## src/rtl/amp_ser_pkg.sv

```systemverilog
package amp_ser_pkg;
  typedef enum logic [2:0] {
    ST_IDLE,
    ST_MARK,
    ST_GAP,
    ST_SHIFT,
    ST_RST
  } seq_state_t;
endpackage

```

## src/rtl/amp_ser_ctrl.sv

```systemverilog
module amp_ser_ctrl
  import amp_ser_pkg::*;
#(
  parameter int DW         = 6,
  parameter int DLY_W      = 3,
  parameter int RST_CYCLES = 1
) (
  input  logic             clk,
  input  logic             rst,
  input  logic             peak_i,
  input  logic [DLY_W-1:0] dly_i,
  output logic             mark_o,
  output logic             load_o,
  output logic             shift_o,
  output logic             ready_o,
  output logic             ovf_o
);
  localparam int BC_W = $clog2(DW);
  localparam int RC_W = $clog2(RST_CYCLES + 1);

  seq_state_t       state;
  logic [DLY_W-1:0] dly_q;
  logic [DLY_W-1:0] gcnt;
  logic [BC_W-1:0]  bcnt;
  logic [RC_W-1:0]  rcnt;
  logic             last_bit;

  // Commands for the shifter, decoded from the current state
  always_comb begin
    last_bit = (bcnt == BC_W'(DW - 1));
    mark_o   = (state == ST_IDLE) && peak_i;
    load_o   = ((state == ST_MARK) && (dly_q == '0)) ||
               ((state == ST_GAP) && (gcnt == DLY_W'(1)));
    shift_o  = (state == ST_SHIFT) && !last_bit;
  end

  always_ff @(posedge clk) begin
    if (rst) begin
      state   <= ST_IDLE;
      ready_o <= 1'b1;
      ovf_o   <= 1'b0;
      dly_q   <= '0;
      gcnt    <= '0;
      bcnt    <= '0;
      rcnt    <= '0;
    end else begin
      if (peak_i && (state != ST_IDLE)) ovf_o <= 1'b1;
      case (state)
        ST_IDLE: begin
          if (peak_i) begin
            state   <= ST_MARK;
            dly_q   <= dly_i;
            ready_o <= 1'b0;
          end
        end
        ST_MARK: begin
          if (load_o) begin
            state <= ST_SHIFT;
            bcnt  <= '0;
          end else begin
            state <= ST_GAP;
            gcnt  <= dly_q;
          end
        end
        ST_GAP: begin
          if (gcnt == DLY_W'(1)) begin
            state <= ST_SHIFT;
            bcnt  <= '0;
          end else begin
            gcnt <= gcnt - DLY_W'(1);
          end
        end
        ST_SHIFT: begin
          if (last_bit) begin
            state <= ST_RST;
            rcnt  <= RC_W'(RST_CYCLES - 1);
          end else begin
            bcnt <= bcnt + BC_W'(1);
          end
        end
        ST_RST: begin
          if (rcnt == '0) begin
            state   <= ST_IDLE;
            ready_o <= 1'b1;
          end else begin
            rcnt <= rcnt - RC_W'(1);
          end
        end
        default: begin
          state   <= ST_IDLE;
          ready_o <= 1'b1;
        end
      endcase
    end
  end
endmodule

```

## src/rtl/amp_ser_shift.sv

```systemverilog
module amp_ser_shift #(
  parameter int DW = 6
) (
  input  logic          clk,
  input  logic          rst,
  input  logic          mark_i,
  input  logic          load_i,
  input  logic          shift_i,
  input  logic [DW-1:0] code_i,
  output logic          ser_o
);
  logic [DW-2:0] rest_q;

  // Registered serial line: mark has priority, then load, then shift
  always_ff @(posedge clk) begin
    if (rst) begin
      ser_o  <= 1'b0;
      rest_q <= '0;
    end else if (mark_i) begin
      ser_o <= 1'b1;
    end else if (load_i) begin
      {ser_o, rest_q} <= code_i;
    end else if (shift_i) begin
      {ser_o, rest_q} <= {rest_q, 1'b0};
    end else begin
      ser_o <= 1'b0;
    end
  end
endmodule

```

## src/rtl/amp_ser_top.sv

```systemverilog
module amp_ser_top #(
  parameter int DW         = 6,
  parameter int DLY_W      = 3,
  parameter int RST_CYCLES = 1
) (
  input  logic             clk,
  input  logic             rst,
  input  logic             peak_i,
  input  logic [DLY_W-1:0] cfg_dly_i,
  input  logic [DW-1:0]    code_i,
  output logic             ser_o,
  output logic             ready_o,
  output logic             ovf_o
);
  logic mark_w;
  logic load_w;
  logic shift_w;

  amp_ser_ctrl #(
    .DW(DW), .DLY_W(DLY_W), .RST_CYCLES(RST_CYCLES)
  ) u_ctrl (
    .clk(clk), .rst(rst), .peak_i(peak_i), .dly_i(cfg_dly_i),
    .mark_o(mark_w), .load_o(load_w), .shift_o(shift_w),
    .ready_o(ready_o), .ovf_o(ovf_o)
  );

  amp_ser_shift #(.DW(DW)) u_shift (
    .clk(clk), .rst(rst), .mark_i(mark_w), .load_i(load_w),
    .shift_i(shift_w), .code_i(code_i), .ser_o(ser_o)
  );
endmodule

```

## config.mk

```make
export PLATFORM = sky130hd
export DESIGN_NAME = amp_ser_top
export DESIGN_NICKNAME = d
export VERILOG_FILES = /design/src/rtl/amp_ser_pkg.sv /design/src/rtl/amp_ser_ctrl.sv /design/src/rtl/amp_ser_shift.sv /design/src/rtl/amp_ser_top.sv
export SDC_FILE = /design/constraint.sdc
export NUM_CORES = 1
export LEC_CHECK = 0
export ABC_AREA = 1
export BUFFER_PORTS_ARGS = -buffer_cell sky130_fd_sc_hd__buf_4
export CAP_MARGIN = 20
export CORE_UTILIZATION = 55
export CTS_BUF_LIST = sky130_fd_sc_hd__clkbuf_8
export CTS_CLUSTER_SIZE = 10
export DETAILED_ROUTE_END_ITERATION = 12
export MAX_ROUTING_LAYER = met4
export PLACE_DENSITY = 0.77
export SLEW_MARGIN = 10
export SYNTH_ARGS = -nofsm -noshare
export SYNTH_HDL_FRONTEND = slang
export SYNTH_SLANG_ARGS = --single-unit
```

## constraint.sdc

```tcl
create_clock -name clk -period 2 [get_ports clk]
set_clock_uncertainty 0.05 [all_clocks]
set_input_delay 0.1 -clock clk [delete_from_list [all_inputs] [get_ports clk]]
set_output_delay 0.1 -clock clk [all_outputs]
set_load 0.03 [all_outputs]
```

==> results.md, run 1 <==
- Die extent in x: 46 um
- Area Growth Syn to Fin: 15.04%
- Max Fclk: 676.7 MHz
- Routability cong.: 0.7590
- Routed len/inst: 10.60 um
- Critical-path cell list: inv_1 > ha_1 > inv_1 > nor2_1 > nand2_2 > nand3_2 > o21ai_0 > nor2_1
- Drt pass-1 iters: 4
- Die Span Y: 46 um
- Worst rel slew slack: 72.92%
- Setup TNS: 0 ns
- Crit path max-delay family: simple AND/OR/NAND/NOR gates
- N_diodes: 0
- DP HPWL: 1467 um
- Worst setup SP type: flop
- Detailed-route via count: 1,015
- Max-slew violations: 0
- Syn_nets: 174
- I/O pin cnt: 15
- Die area: 2116 sq um
- Min Tclk post-route: 1.478 ns
- Post-Layout Inst Area: 1225 sq um
- Worst-path clk slew: 0.08 ns
- Vias in the first global route: 845
- Pleak: 0.6028 nW
- Crit path max fanout: 13
- Post-CTS Setup Bufs: 0
- Non-Filler Instances: 197
- VDD IR max: 0.0007562 V
- Remaining Overflow, GRT: 0
- DRT iter0 DRCs: 19
- Sink Count: 20
- Min-delay worst type: in2reg
- Status: finished clean
- Ys Warns: 0
- Synth unique cells: 20
- Worst Path Arrival: 1.58 ns
- CP max stage cell: dfxtp_1
- Post-cts sizing count: 0
- Unrepaired setup endpoints after global routing: no
- Total GRT Usage: 22.77%
- Synth Register Bits: 20
- Placement Rows: 15
- Area post-placement: 1170 sq um
- Most common cell after layout, fill and taps aside: nand2_1
- Placed Cells incl. Taps: 193
- Final worst-path cycle share: 73.89%
- Crit Path Class: reg2reg
- Hold buffers post-CTS: 0
- Core ar.: 1764 sq um
- DRC viols: 0
- Initial Utilization: 60.35%
- Worst-skew pair later-pin latency: 0.26 ns
- Largest net degree at the start of global routing: 15
- Cell Pwr Density: 1461 nW/um^2
- CP bufs+invs: 2
- H-tree depth: 1
- WP data required: 2.10 ns
- Final wirelength: 2088 um
- CP max stage delay: 0.31 ns
- Nets: 189
- Post-Syn Area per Cell: 6.739 sq um
- Mapped Cells: 158
- Seq/Total Area, Yosys: 37.60%
- Final-report setup violation count: 0
- Remaining antenna violation count: 0
- Number of max-cap violations: 0
- Clk buf depth: 2
- CTS root buf: clkbuf_8
- Initial antenna violation count: 0
- Num CTS Buffers: 3
- Layout cell share with drive strength beyond 1: 16.86%
- Via density: 5.152
- Critical Path Sink Type: flop
- Input/output buffers: 14
- First-pass GRT wire length: 3332 um
- Post-Syn Area: 1065 sq um
- CTS tree: built
- Pin slew with the least headroom to its limit: 0.4058 ns
- Final hold violation count: 0
- Commonest non-fill, non-tap cells in the layout: 36 x nand2_1, 30 x nor2_1, 20 x dfxtp_1, 18 x inv_1, 14 x buf_4
==> metrics by stage <==
| stage | worst slack, ns | hold slack (ns) | power, mW | utilization (%) |
|---|---|---|---|---|
| after global placement | 0.6171 | 0.2732 | 1.448 | 66.31 |
| after global routing | 0.3586 | 0.009255 | 1.950 | 69.43 |
| after detailed placement | 0.5640 | 0.2790 | 1.477 | 66.31 |
| after CTS | 0.5168 | 0.002742 | 1.795 | 69.43 |
| after floorplan | 0.7468 | 0.1890 | 1.321 | - |
| final | 0.5223 | 0.007125 | 1.790 | 69.43 |
==> power by group <==
part           total, mW  switching (mW)  internal (mW)
Combinational      0.842           0.523          0.319
Clock              0.314           0.138          0.175
Sequential         0.634           0.101          0.534
==> flip-flops by register name, summed over array words and instances (netlist names) <==
signal,flops
u_shift.rest_q,5
u_ctrl.bcnt,3
u_ctrl.dly_q,3
u_ctrl.gcnt,3
u_ctrl.state,3
u_ctrl.ovf_o,1
u_ctrl.ready_o,1
u_shift.ser_o,1
==> synth_stat cells, drive strengths merged <==
cell	number	area share (%)
dfxtp	20	38
nand3	9	5.2
clkbuf	1	0.35
nand2	41	16
ha	4	4.7
buf	3	2.6
nor2	30	11
a21oi	7	3.6
xnor2	2	1.6
inv	20	7.1
nor3	2	1.4
nand4	6	3.5
o21ai	13	6.1
==> worst reg2reg max path, cell delays in order, from the launching register on <==
cell and delay, ns:
dfxtp_1 0.31, inv_1 0.06, ha_1 0.18, inv_1 0.07, nor2_1 0.05, nand2_2 0.22
nand3_2 0.18, o21ai_0 0.19, nor2_1 0.05
==> layer usage <==
metal	up-vias	global-route usage, %	share of wire [%]
met3	4	3.968	3.1
li1	526	-	-
met2	20	37.18	51
met1	465	26.63	45
met5	-	-	0
met4	0	11.18	0.77
==> path summary, 6_finish.rpt <==
kind	start	to	slack (ns)	cells after the start
worst max-delay path	u_ctrl.gcnt[1]$_SDFFE_PP0P_	u_ctrl.bcnt[0]$_SDFFE_PP0P_	0.52	8
worst min-delay path	rst	u_ctrl.bcnt[2]$_SDFFE_PP0P_	0.007	2
worst max register to register	u_ctrl.gcnt[1]$_SDFFE_PP0P_	u_ctrl.bcnt[0]$_SDFFE_PP0P_	0.52	8
worst min register to register	u_ctrl.dly_q[2]$_SDFFE_PP0P_	u_ctrl.dly_q[2]$_SDFFE_PP0P_	0.43	2
==> layout make-up <==
cell class                      count  area [sq um]
Timing Repair Buffer               14         105.1
Tap cell                           25         31.28
Inverter                           20         75.07
Multi-Input combinational cell    114         558.0
Fill cell                         167         539.3
Clock buffer                        4         55.05
Sequential cell                    20         400.4
==> cells by family after synthesis <==
kind of cell               share of synthesized area, %
AOI/OAI and AO/OA                                 9.753
buffers and inverters                             9.987
adders and majority gates                         4.701
and+or+nand+nor                                   36.31
DFF                                               37.60
xor gates and xnor gates                          1.645
(Power assumes the default switching activity.)
==> run 2, diff against run 1 <==
- clock period: 2 -> 1.52 ns (I/O delays scaled with it)
==> results.md, run 2 (synthesis gave the netlist of run 1 again) <==
- CTS tree: built
- Initial Utilization: 60.35% (unchanged)
- Pin slew with the least headroom to its limit: 0.4070 ns (+0.001213 ns)
- Detailed-route via count: 1,008 (-0.69%)
- Max-slew violations: 0 (unchanged)
- CTS root buf: clkbuf_8
- Most common cell after layout, fill and taps aside: nand2_1
- Pleak: 0.6258 nW (+3.8%)
- Crit path max fanout: 13 (unchanged)
- Routability cong.: 0.7590 (unchanged)
- Total GRT Usage: 22.94% (+0.17 points)
- Remaining antenna violation count: 0 (unchanged)
- Critical Path Sink Type: flop
- Power Total: 2.406 mW (+34%)
- Max Fclk: 719.7 MHz (+6.4%)
- H-tree depth: 1 (unchanged)
- Initial antenna violation count: 0 (unchanged)
- Most common cell type on the critical path: inv_1
- Final hold slack: 0.001868 ns (-0.005257 ns)
- Placement Setup Slack: 0.08403 ns (-0.4800 ns)
- DP HPWL: 1467 um (unchanged)
- Remaining Overflow, GRT: 0 (unchanged)
- Worst-skew pair later-pin latency: 0.26 ns (about the same)
- First-pass GRT wire length: 3353 um (+0.63%)
- Min-delay worst type: in2reg
- Post-Layout Inst Area: 1257 sq um (+2.7%)
- Cell Pwr Density: 1914 nW/um^2 (+31%)
- Sink Count: 20 (unchanged)
- Layout Utilization: 71.28% (+1.8 points)
- Layout cell share with drive strength beyond 1: 19.08% (+2.2 points)
- R2R Setup Slk: 0.13 ns (-0.39 ns)
- Hold path cells: 3 (+1)
- Worst-path clk slew: 0.08 ns (about the same)
- CP bufs+invs: 2 (unchanged)
- Worst Path Arrival: 1.50 ns (-0.08 ns)
- Setup TNS: 0 ns (unchanged)
- Post-CTS Setup Bufs: 0 (unchanged)
- VDD IR max: 0.001004 V (+33%)
- Max FFs per register: 5 (unchanged)
- CP max stage cell: dfxtp_1
- DRT iter0 DRCs: 27 (+8)
- Number of max-cap violations: 0 (unchanged)
- I/O pin cnt: 15 (unchanged)
- Post-route setup slack: 0.1305 ns (-0.3918 ns)
- Non-Filler Instances: 198 (+0.51%)
- Die extent in x: 46 um (unchanged)
- Die Span Y: 46 um (unchanged)
- Input/output buffers: 14 (unchanged)
- Final-report setup violation count: 0 (unchanged)
- Num CTS Buffers: 3 (unchanged)
- WP data required: 1.63 ns (-0.47 ns)
- Placement Rows: 15 (unchanged)
- Clk buf depth: 2 (unchanged)
- Final worst-path cycle share: 91.41% (+18 points)
- Worst Setup SP: u_ctrl.gcnt[0]$_SDFFE_PP0P_
- Largest net degree at the start of global routing: 15 (unchanged)
- Vias in the first global route: 854 (+1.1%)
- Capture point of the worst reg-to-reg path: u_ctrl.bcnt[1]$_SDFFE_PP0P_
- Crit path max-delay family: simple AND/OR/NAND/NOR gates
- Hold path start: code_i[5]
- Reg2reg start: u_ctrl.gcnt[0]$_SDFFE_PP0P_
- FF-to-FF path depth: 8 (unchanged)
- Worst setup SP type: flop
- Hold EP: u_shift.ser_o$_SDFF_PP0_
- Area Growth Syn to Fin: 18.10%
- Area post-placement: 1170 sq um (unchanged)
- Final hold violation count: 0 (unchanged)
- Status: finished clean
- Min Tclk post-route: 1.389 ns (-0.08824 ns)
- CP max stage delay: 0.38 ns (+0.07 ns)
- Nets: 190 (+0.53%)
- Via density: 5.091 (-1.2%)
- Crit Path Class: reg2reg
- Core ar.: 1764 sq um (unchanged)
- N_diodes: 0 (unchanged)
- Placed Cells incl. Taps: 193 (unchanged)
- Die area: 2116 sq um (unchanged)
- Largest reg by FF count: u_shift.rest_q
- Worst rel slew slack: 72.83% (-0.081 points)
- Critical-path cell list: ha_1 > inv_1 > nor2_2 > nand2_4 > nand3_2 > o21ai_0 > inv_1 > nor2_1
- Routed len/inst: 10.75 um (+1.4%)
- Fill cells: 159 (-4.8%)
- Drt pass-1 iters: 4 (unchanged)
- DRC viols: 0 (unchanged)
- Final wirelength: 2129 um (+2.0%)
- Commonest non-fill, non-tap cells in the layout: 36 x nand2_1, 28 x nor2_1, 18 x inv_1, 18 x dfxtp_1, 14 x buf_4
[run 2: tightest hold or removal path: stages]
cell,delay (ns)
buf_4,0.08
a21oi_1,0.05
nor2_1,0.07
[run 2: how the worst max path moves through the flow]
stage,end,slack (ns),depth (start not counted)
6_report,u_ctrl.bcnt[1]$_SDFFE_PP0P_,0.13,8
5_1_grt,u_ctrl.bcnt[1]$_SDFFE_PP0P_,-0.002,8
4_1_cts,u_ctrl.bcnt[0]$_SDFFE_PP0P_,0.04,8
3_5_place_dp,u_ctrl.bcnt[1]$_SDFFE_PP0P_,0.08,8
3_3_place_gp,u_ctrl.bcnt[1]$_SDFFE_PP0P_,0.14,8
2_1_floorplan,u_shift.rest_q[1]$_SDFFE_PP0P_,0.27,10
[run 2: power by group]
group          internal (mW)  total (mW)  switching (mW)  leakage (nW)
logic                  0.434        1.15           0.713         0.432
clock network          0.231       0.414           0.183        0.0288
registers              0.708       0.845           0.137         0.165
total                   1.37        2.41            1.03         0.626
[run 2: layout make-up]
class,count,area [sq um],area share [%]
Clock buffer,4,55.05,4.378
Inverter,20,75.07,5.970
Timing Repair Buffer,15,115.1,9.154
Tap cell,25,31.28,2.488
Sequential cell,20,402.9,32.04
Multi-Input combinational cell,114,578.1,45.97
[run 2: per-layer routing]
metal  vias to the layer above  GRT usage [%]  wire length, um
li1                        526              -                -
met1                       462          26.63              971
met2                        15          37.46             1069
met3                         5          3.968               58
met4                         0          11.76               29
met5                         -              -                0
[run 2: what timing repair did]
action                                  CTS  global route
endpoints found under the setup margin    0             9
endpoints found under the hold margin     6             0
hold buffers                              1             0
resized for setup                         0             7
